--- config.mk ---
export PLATFORM = sky130hd
export DESIGN_NAME = sreg_slave
export DESIGN_NICKNAME = d
export VERILOG_FILES = /design/src/rtl/sreg_pkg.sv /design/src/rtl/sreg_sync.sv /design/src/rtl/sreg_frame.sv /design/src/rtl/sreg_bank.sv /design/src/rtl/sreg_slave.sv
export SDC_FILE = /design/constraint.sdc
export NUM_CORES = 1
export LEC_CHECK = 0
export BUFFER_PORTS_ARGS = -buffer_cell sky130_fd_sc_hd__buf_2
export CORE_UTILIZATION = 56
export CTS_CLUSTER_SIZE = 24
export DETAILED_ROUTE_END_ITERATION = 8
export PLACE_DENSITY_LB_ADDON = 0.2
export SLEW_MARGIN = 20
export SYNTH_ARGS = -nofsm -noshare
export SYNTH_HDL_FRONTEND = slang
export SYNTH_SLANG_ARGS = --single-unit
--- constraint.sdc ---
create_clock -name clk -period 2.14 [get_ports clk]
set_input_delay 0.107 -clock clk [delete_from_list [all_inputs] [get_ports clk]]
set_output_delay 0.107 -clock clk [all_outputs]
set_load 0.02 [all_outputs]
--- src/rtl/sreg_pkg.sv ---
package sreg_pkg;
  localparam int ADDR_W  = 6;
  localparam int DATA_W  = 8;
  localparam int FRAME_N = 1 + ADDR_W + 1 + DATA_W;
  localparam int HDR_N   = 1 + ADDR_W + 1;
  localparam logic [ADDR_W-1:0] ADR_STAT_HI = 6'h3C;
  localparam logic [ADDR_W-1:0] ADR_STAT_LO = 6'h3D;
  localparam logic [ADDR_W-1:0] ADR_IDENT   = 6'h3F;
endpackage

--- src/rtl/sreg_sync.sv ---
module sreg_sync #(
  parameter int W      = 3,
  parameter int STAGES = 2
) (
  input  logic         clk,
  input  logic         rst,
  input  logic [W-1:0] d_in,
  input  logic [W-1:0] d_rst,
  output logic [W-1:0] d_out
);
  logic [W-1:0] chain [STAGES];

  genvar g;
  generate
    for (g = 0; g < STAGES; g++) begin : g_stage
      always_ff @(posedge clk) begin
        if (rst) chain[g] <= d_rst;
        else if (g == 0) chain[g] <= d_in;
        else chain[g] <= chain[(g == 0) ? 0 : g-1];
      end
    end
  endgenerate

  assign d_out = chain[STAGES-1];
endmodule

--- src/rtl/sreg_frame.sv ---
module sreg_frame
  import sreg_pkg::*;
(
  input  logic              clk,
  input  logic              rst,
  input  logic              sck,
  input  logic              sel,
  input  logic              din,
  input  logic [DATA_W-1:0] rdata,
  output logic [ADDR_W-1:0] addr,
  output logic [DATA_W-1:0] wdata,
  output logic              wr_stb,
  output logic              dout
);
  localparam int CNT_W = $clog2(FRAME_N + 1);

  logic             sck_q;
  logic [CNT_W-1:0] cnt;
  logic             is_rd;
  logic [DATA_W-1:0] obuf;
  logic             rise, fall;

  assign rise = sck & ~sck_q;
  assign fall = ~sck & sck_q;

  always_ff @(posedge clk) begin
    if (rst) begin
      sck_q  <= 1'b0;
      cnt    <= '0;
      is_rd  <= 1'b0;
      addr   <= '0;
      wdata  <= '0;
      wr_stb <= 1'b0;
      obuf   <= '0;
      dout   <= 1'b0;
    end else begin
      sck_q  <= sck;
      wr_stb <= 1'b0;
      if (!sel) begin
        cnt  <= '0;
        dout <= 1'b0;
        obuf <= '0;
      end else begin
        if (rise && cnt < CNT_W'(FRAME_N)) begin
          cnt <= cnt + 1'b1;
          if (cnt == 0)
            is_rd <= din;
          else if (cnt <= CNT_W'(ADDR_W))
            addr <= {addr[ADDR_W-2:0], din};
          else if (cnt >= CNT_W'(HDR_N))
            wdata <= {wdata[DATA_W-2:0], din};
          if (cnt == CNT_W'(FRAME_N - 1) && !is_rd)
            wr_stb <= 1'b1;
        end
        if (fall && is_rd) begin
          if (cnt == CNT_W'(HDR_N)) begin
            dout <= rdata[DATA_W-1];
            obuf <= {rdata[DATA_W-2:0], 1'b0};
          end else if (cnt > CNT_W'(HDR_N) && cnt < CNT_W'(FRAME_N)) begin
            dout <= obuf[DATA_W-1];
            obuf <= {obuf[DATA_W-2:0], 1'b0};
          end
        end
      end
    end
  end

  assert_cnt_bound_R1: assert property (@(posedge clk) disable iff (rst)
    cnt <= CNT_W'(FRAME_N));
  assert_desel_restart_R10: assert property (@(posedge clk) disable iff (rst)
    !sel |=> cnt == 0);
  assert_dout_low_R7: assert property (@(posedge clk) disable iff (rst)
    !sel |=> !dout);
  assert_wr_full_frame_R6: assert property (@(posedge clk) disable iff (rst)
    wr_stb |-> cnt == CNT_W'(FRAME_N));
  assert_wr_one_shot_R2: assert property (@(posedge clk) disable iff (rst)
    wr_stb |=> !wr_stb);
endmodule

--- src/rtl/sreg_bank.sv ---
module sreg_bank
  import sreg_pkg::*;
#(
  parameter int                RW_REGS  = 8,
  parameter logic [DATA_W-1:0] ID_VALUE = 8'hA5
) (
  input  logic                      clk,
  input  logic                      rst,
  input  logic                      we,
  input  logic [ADDR_W-1:0]         addr,
  input  logic [DATA_W-1:0]         wdata,
  input  logic [2*DATA_W-1:0]       stat,
  output logic [DATA_W-1:0]         rdata,
  output logic [RW_REGS*DATA_W-1:0] ctrl
);
  localparam int IDX_W = (RW_REGS > 1) ? $clog2(RW_REGS) : 1;

  logic [DATA_W-1:0] regs [RW_REGS];
  logic              in_rw;

  assign in_rw = addr < ADDR_W'(RW_REGS);

  always_ff @(posedge clk) begin
    if (rst) begin
      for (int i = 0; i < RW_REGS; i++) regs[i] <= '0;
    end else if (we && in_rw) begin
      regs[addr[IDX_W-1:0]] <= wdata;
    end
  end

  genvar g;
  generate
    for (g = 0; g < RW_REGS; g++) begin : g_flat
      assign ctrl[g*DATA_W +: DATA_W] = regs[g];
    end
  endgenerate

  always_comb begin
    rdata = '0;
    if (in_rw)                    rdata = regs[addr[IDX_W-1:0]];
    else if (addr == ADR_STAT_HI) rdata = stat[2*DATA_W-1:DATA_W];
    else if (addr == ADR_STAT_LO) rdata = stat[DATA_W-1:0];
    else if (addr == ADR_IDENT)   rdata = ID_VALUE;
  end

  assert_rw_commit_R2: assert property (@(posedge clk) disable iff (rst)
    (we && in_rw) |=> regs[$past(addr[IDX_W-1:0])] == $past(wdata));
  assert_ro_ignored_R4: assert property (@(posedge clk) disable iff (rst)
    (we && !in_rw) |=> $stable(ctrl));
endmodule

--- src/rtl/sreg_slave.sv ---
module sreg_slave
  import sreg_pkg::*;
#(
  parameter int                RW_REGS     = 8,
  parameter int                SYNC_STAGES = 2,
  parameter logic [DATA_W-1:0] ID_VALUE    = 8'hA5
) (
  input  logic                      clk,
  input  logic                      rst,
  input  logic                      ser_clk,
  input  logic                      ser_sel_n,
  input  logic                      ser_din,
  output logic                      ser_dout,
  input  logic [2*DATA_W-1:0]       stat_word,
  output logic [RW_REGS*DATA_W-1:0] ctrl_bank
);
  logic [2:0]        synced;
  logic [ADDR_W-1:0] f_addr;
  logic [DATA_W-1:0] f_wdata, b_rdata;
  logic              f_wr;

  sreg_sync #(.W(3), .STAGES(SYNC_STAGES)) u_sync (
    .clk(clk), .rst(rst),
    .d_in({ser_clk, ~ser_sel_n, ser_din}),
    .d_rst(3'b000),
    .d_out(synced)
  );

  sreg_frame u_frame (
    .clk(clk), .rst(rst),
    .sck(synced[2]), .sel(synced[1]), .din(synced[0]),
    .rdata(b_rdata), .addr(f_addr), .wdata(f_wdata),
    .wr_stb(f_wr), .dout(ser_dout)
  );

  sreg_bank #(.RW_REGS(RW_REGS), .ID_VALUE(ID_VALUE)) u_bank (
    .clk(clk), .rst(rst), .we(f_wr), .addr(f_addr), .wdata(f_wdata),
    .stat(stat_word), .rdata(b_rdata), .ctrl(ctrl_bank)
  );
endmodule

==> summary.txt <==
Run status
  • Run status: complete, no violations

Worst setup path
  • R2r worst-path depth: 4
  • R2R setup slack: between 0.15 and 0.2 ns
  • Crit Path Category: flip-flop to flip-flop
  • Critical path's slowest cell: nor3_2
  • CP Data Arrival Time: about 2 ns
  • Crit path max fanout: 8
  • FF-to-FF End: u_bank.regs[1][7]
  • R2R Path Start: u_frame.addr[3]
  • CP Cell Sequence: nor3_2, nand4b_1, nor3_1, or2_2
  • CP endpoint kind: flip-flop
  • Slowest Stage Delay on Critical Path: between 0.3 and 0.4 ns
  • CP required: about 2.2 ns
  • Critical Path Start Type: flip-flop

Placed design
  • Post-Place Setup Slack: around 0.24 ns
  • Number of port buffers: 85
  • DP Cell Count: 586
  • Gpl congestion: 0.8968
  • Hpwl dp: 8607 um

Yosys
  • Warnings, synthesis: 0
  • Largest area contributor in the netlist: edfxtp_1
  • Main synth FF type: edfxtp_1
  • Post-synthesis cell type count: 46
  • Syn Inst Count: 396
  • Post-synth EDFFs: 64
  • Cell Area, Synth: roughly 4700 um^2
  • Syn_nets: roughly 420
  • Ys async rst share: 0%
  • Post-synthesis sequential area ratio: 56.96%
  • Synth Register Bits: just over 100
  • Yosys top cell area share: 40.51%
  • Synth top area cells: edfxtp_1 41%, dfxtp_1 16%, and2_1 8.4%
  • Syn avg cell area: roughly 12 um^2

Power and ir drop
  • Power density cells: ~670 nW/um^2
  • Comb pwr share: roughly 7.0%
  • Seq pwr share: about three fifths
  • Switching pwr: around 0.94 mW
  • Switching share of total power: between 20% and 30%
  • Leak pwr: 2.147 nW
  • Max VDD drop: roughly 0.37 mV
  • Internal power: around 2.8 mW
  • Clock group share of total power: about a third

Min path
  • Type of the most critical hold path: primary input to flip-flop
  • Hold Startpoint: rst
  • Worst Hold Path Cells: 2
  • Hold worst-path end: u_frame.is_rd

Clock tree
  • Sink Count: approximately 100
  • CTS tree: done
  • CTS resizes: 0
  • CTS Buf Count: 9
  • Clock slew at the register clock pins of the worst setup and hold paths: 0.10 ns
  • Max Root-Sink Buffers: 2
  • Root Buffer: clkbuf_8
  • H-Tree Depth: 3
  • Clk_lat worst skew: 0.38 ns

Timing
  • Min setup slack post-route: 0.1747 ns
  • Actual slew at the worst max-slew pin: around 0.54 ns
  • RSZ-0062 raised after global routing: no
  • Final Setup Violations: 0
  • Max Slew Vio Count: 0
  • Min Tclk post-route: between 1.5 and 2 ns
  • Final TNS setup: 0 ns
  • Period utilisation layout: about nine tenths
  • Max transition margin: between 60% and 70%
  • Clock Skew: ~0.011 ns
  • Fmax achieved: approximately 500 MHz
  • Worst hold slack: about 0.046 ns
  • Count of final hold-check violations: 0

Floorplanning
  • Die area: roughly 9000 um^2
  • Core Rows: 33
  • # IOs: 86
  • Starting density of the core: 57.74%
  • Die Width: 94.05 um
  • Die Y-Extent: about 94 um
  • Core box area: roughly 8000 um^2

Drt
  • Pre-antenna DRT Iters: 4
  • Drt wl/cell: around 19 um
  • Total number of vias: roughly 3500
  • Routed vias/inst: ~5.7
  • Antenna viol nets, final: 0
  • # DRC: 0
  • Drt total wl: roughly 12000 um
  • 1st-iter DRT viols: 221

Global routing
  • Overflow after GRT: 0
  • Gr usage total: 27.95%
  • Vias in the first global route: 3351
  • Largest net degree at the start of global routing: 27
  • First-pass GRT wire length: roughly 18000 um
  • Initial antenna violation count: 0

Finish
  • Post-Layout Cell Count: roughly 600
  • Post-layout util: between 60 and 70%
  • Layout Area Growth over Synthesis: 17.83%
  • FF+latch area: approximately 2700 um^2
  • Area of the multi-input gates: 1938 um^2
  • Diodes inserted: 0
  • Fill cells: 641
  • Share of layout cells above drive strength 1: 29.40%
  • NumNets Final: 520

Flow run
  • Max_cap viols: 0
cells by family after synthesis:
group,Yosys count,synth area share [%]
AOI/OAI and AO/OA,39,6.012
DFF,103,56.96
xor gates and xnor gates,3,0.5539
muxes,47,11.08
and+or+nand+nor,178,22.15
adders and majority gates,4,1.055
buffers and inverters,22,2.189
per-stage QoR:
| step | area, um^2 | total power, mW |
|---|---|---|
| after global routing | 5590 | 3.824 |
| after detailed placement | 5356 | 2.516 |
| after global placement | 5356 | 2.510 |
| final | 5590 | 3.727 |
| after CTS | 5590 | 3.733 |
| after floorplan | 4745 | 2.398 |
power groups by stage:
stage	Sequential [mW]	Combinational [mW]	Clock [mW]
detailed placement	2.26	0.257	0
global route	2.22	0.276	1.33
floorplan	2.33	0.0698	0
finish	2.21	0.261	1.25
CTS	2.21	0.262	1.26
global placement	2.26	0.251	0
cells in the mapped netlist, drive strengths merged, types with 8 or more instances:
master,n
buf,8
edfxtp,64
nor2b,14
and2,64
dfxtp,39
nand2,13
mux2i,39
or2,8
a21oi,8
nor2,36
nand3,13
clkbuf,9
timing repair:
item	CTS	global route
endpoints found under the setup margin	0	0
setup buffers	0	0
endpoints found under the hold margin	3	0
hold buffers	3	0
sequential cells by signal, summed over array words and instances, names as in the netlist, named ones only:
name            cells
u_bank.regs        64
u_frame.wdata       8
u_frame.obuf        7
u_frame.addr        6
u_sync.chain        6
u_frame.cnt         5
u_frame.dout        1
u_frame.is_rd       1
u_frame.sck_q       1
u_frame.wr_stb      1
worst max-delay path by stage:
stage	startpoint	to	slack, ns	cells after the start
floorplan	u_frame.addr[3]	u_bank.regs[1][0]	0.35	4
global placement	flip-flop	u_frame.obuf[4]	0.26	6
detailed placement	u_frame.addr[3]	u_bank.regs[1][7]	0.24	4
CTS	u_frame.addr[3]	u_bank.regs[1][7]	0.23	4
global route	u_frame.addr[3]	u_bank.regs[0][3]	0.08	4
finish	u_frame.addr[3]	u_bank.regs[1][7]	0.17	4
worst max-delay path: cells and delay by family, from the launching register on:
family	cells	cell delay, ns
flops	1	0.36
simple gates	4	1.31
cells in the final DEF, fill, tap and decap left out, drive strengths merged, types with 3 or more instances in the layout:
master / n
a21oi: 8
edfxtp: 64
nor2: 36
or2: 8
mux2i: 39
and3: 4
ha: 4
clkbuf: 10
buf: 102
a211o: 4
and2: 64
nand2: 13
nor2b: 14
nor3: 6
dlygate4sd3: 3
a31oi: 4
mux4: 4
inv: 10
a22oi: 6
nand3: 13
dfxtp: 39
o221ai: 5
o2111ai: 6
nand2b: 6
mux2: 4
cell type report:
class                      instances  area share (%)
timing repair buffer             105           10.65
sequential                       103           48.34
clock buffer                      10           2.663
inverter                           5          0.3357
clock inverter                     6          0.9848
multi-input combinational        271           34.67
tap                              105           2.350
layer usage:
| metal | global-route usage [%] | part of all wire, % |
|---|---|---|
| met1 | 39.82 | 44 |
| met3 | 3.803 | 7.4 |
| met2 | 41.73 | 46 |
| met5 | 0 | 0 |
| met4 | 14.36 | 3.0 |
Note: power is estimated with default switching activity, not from simulation.
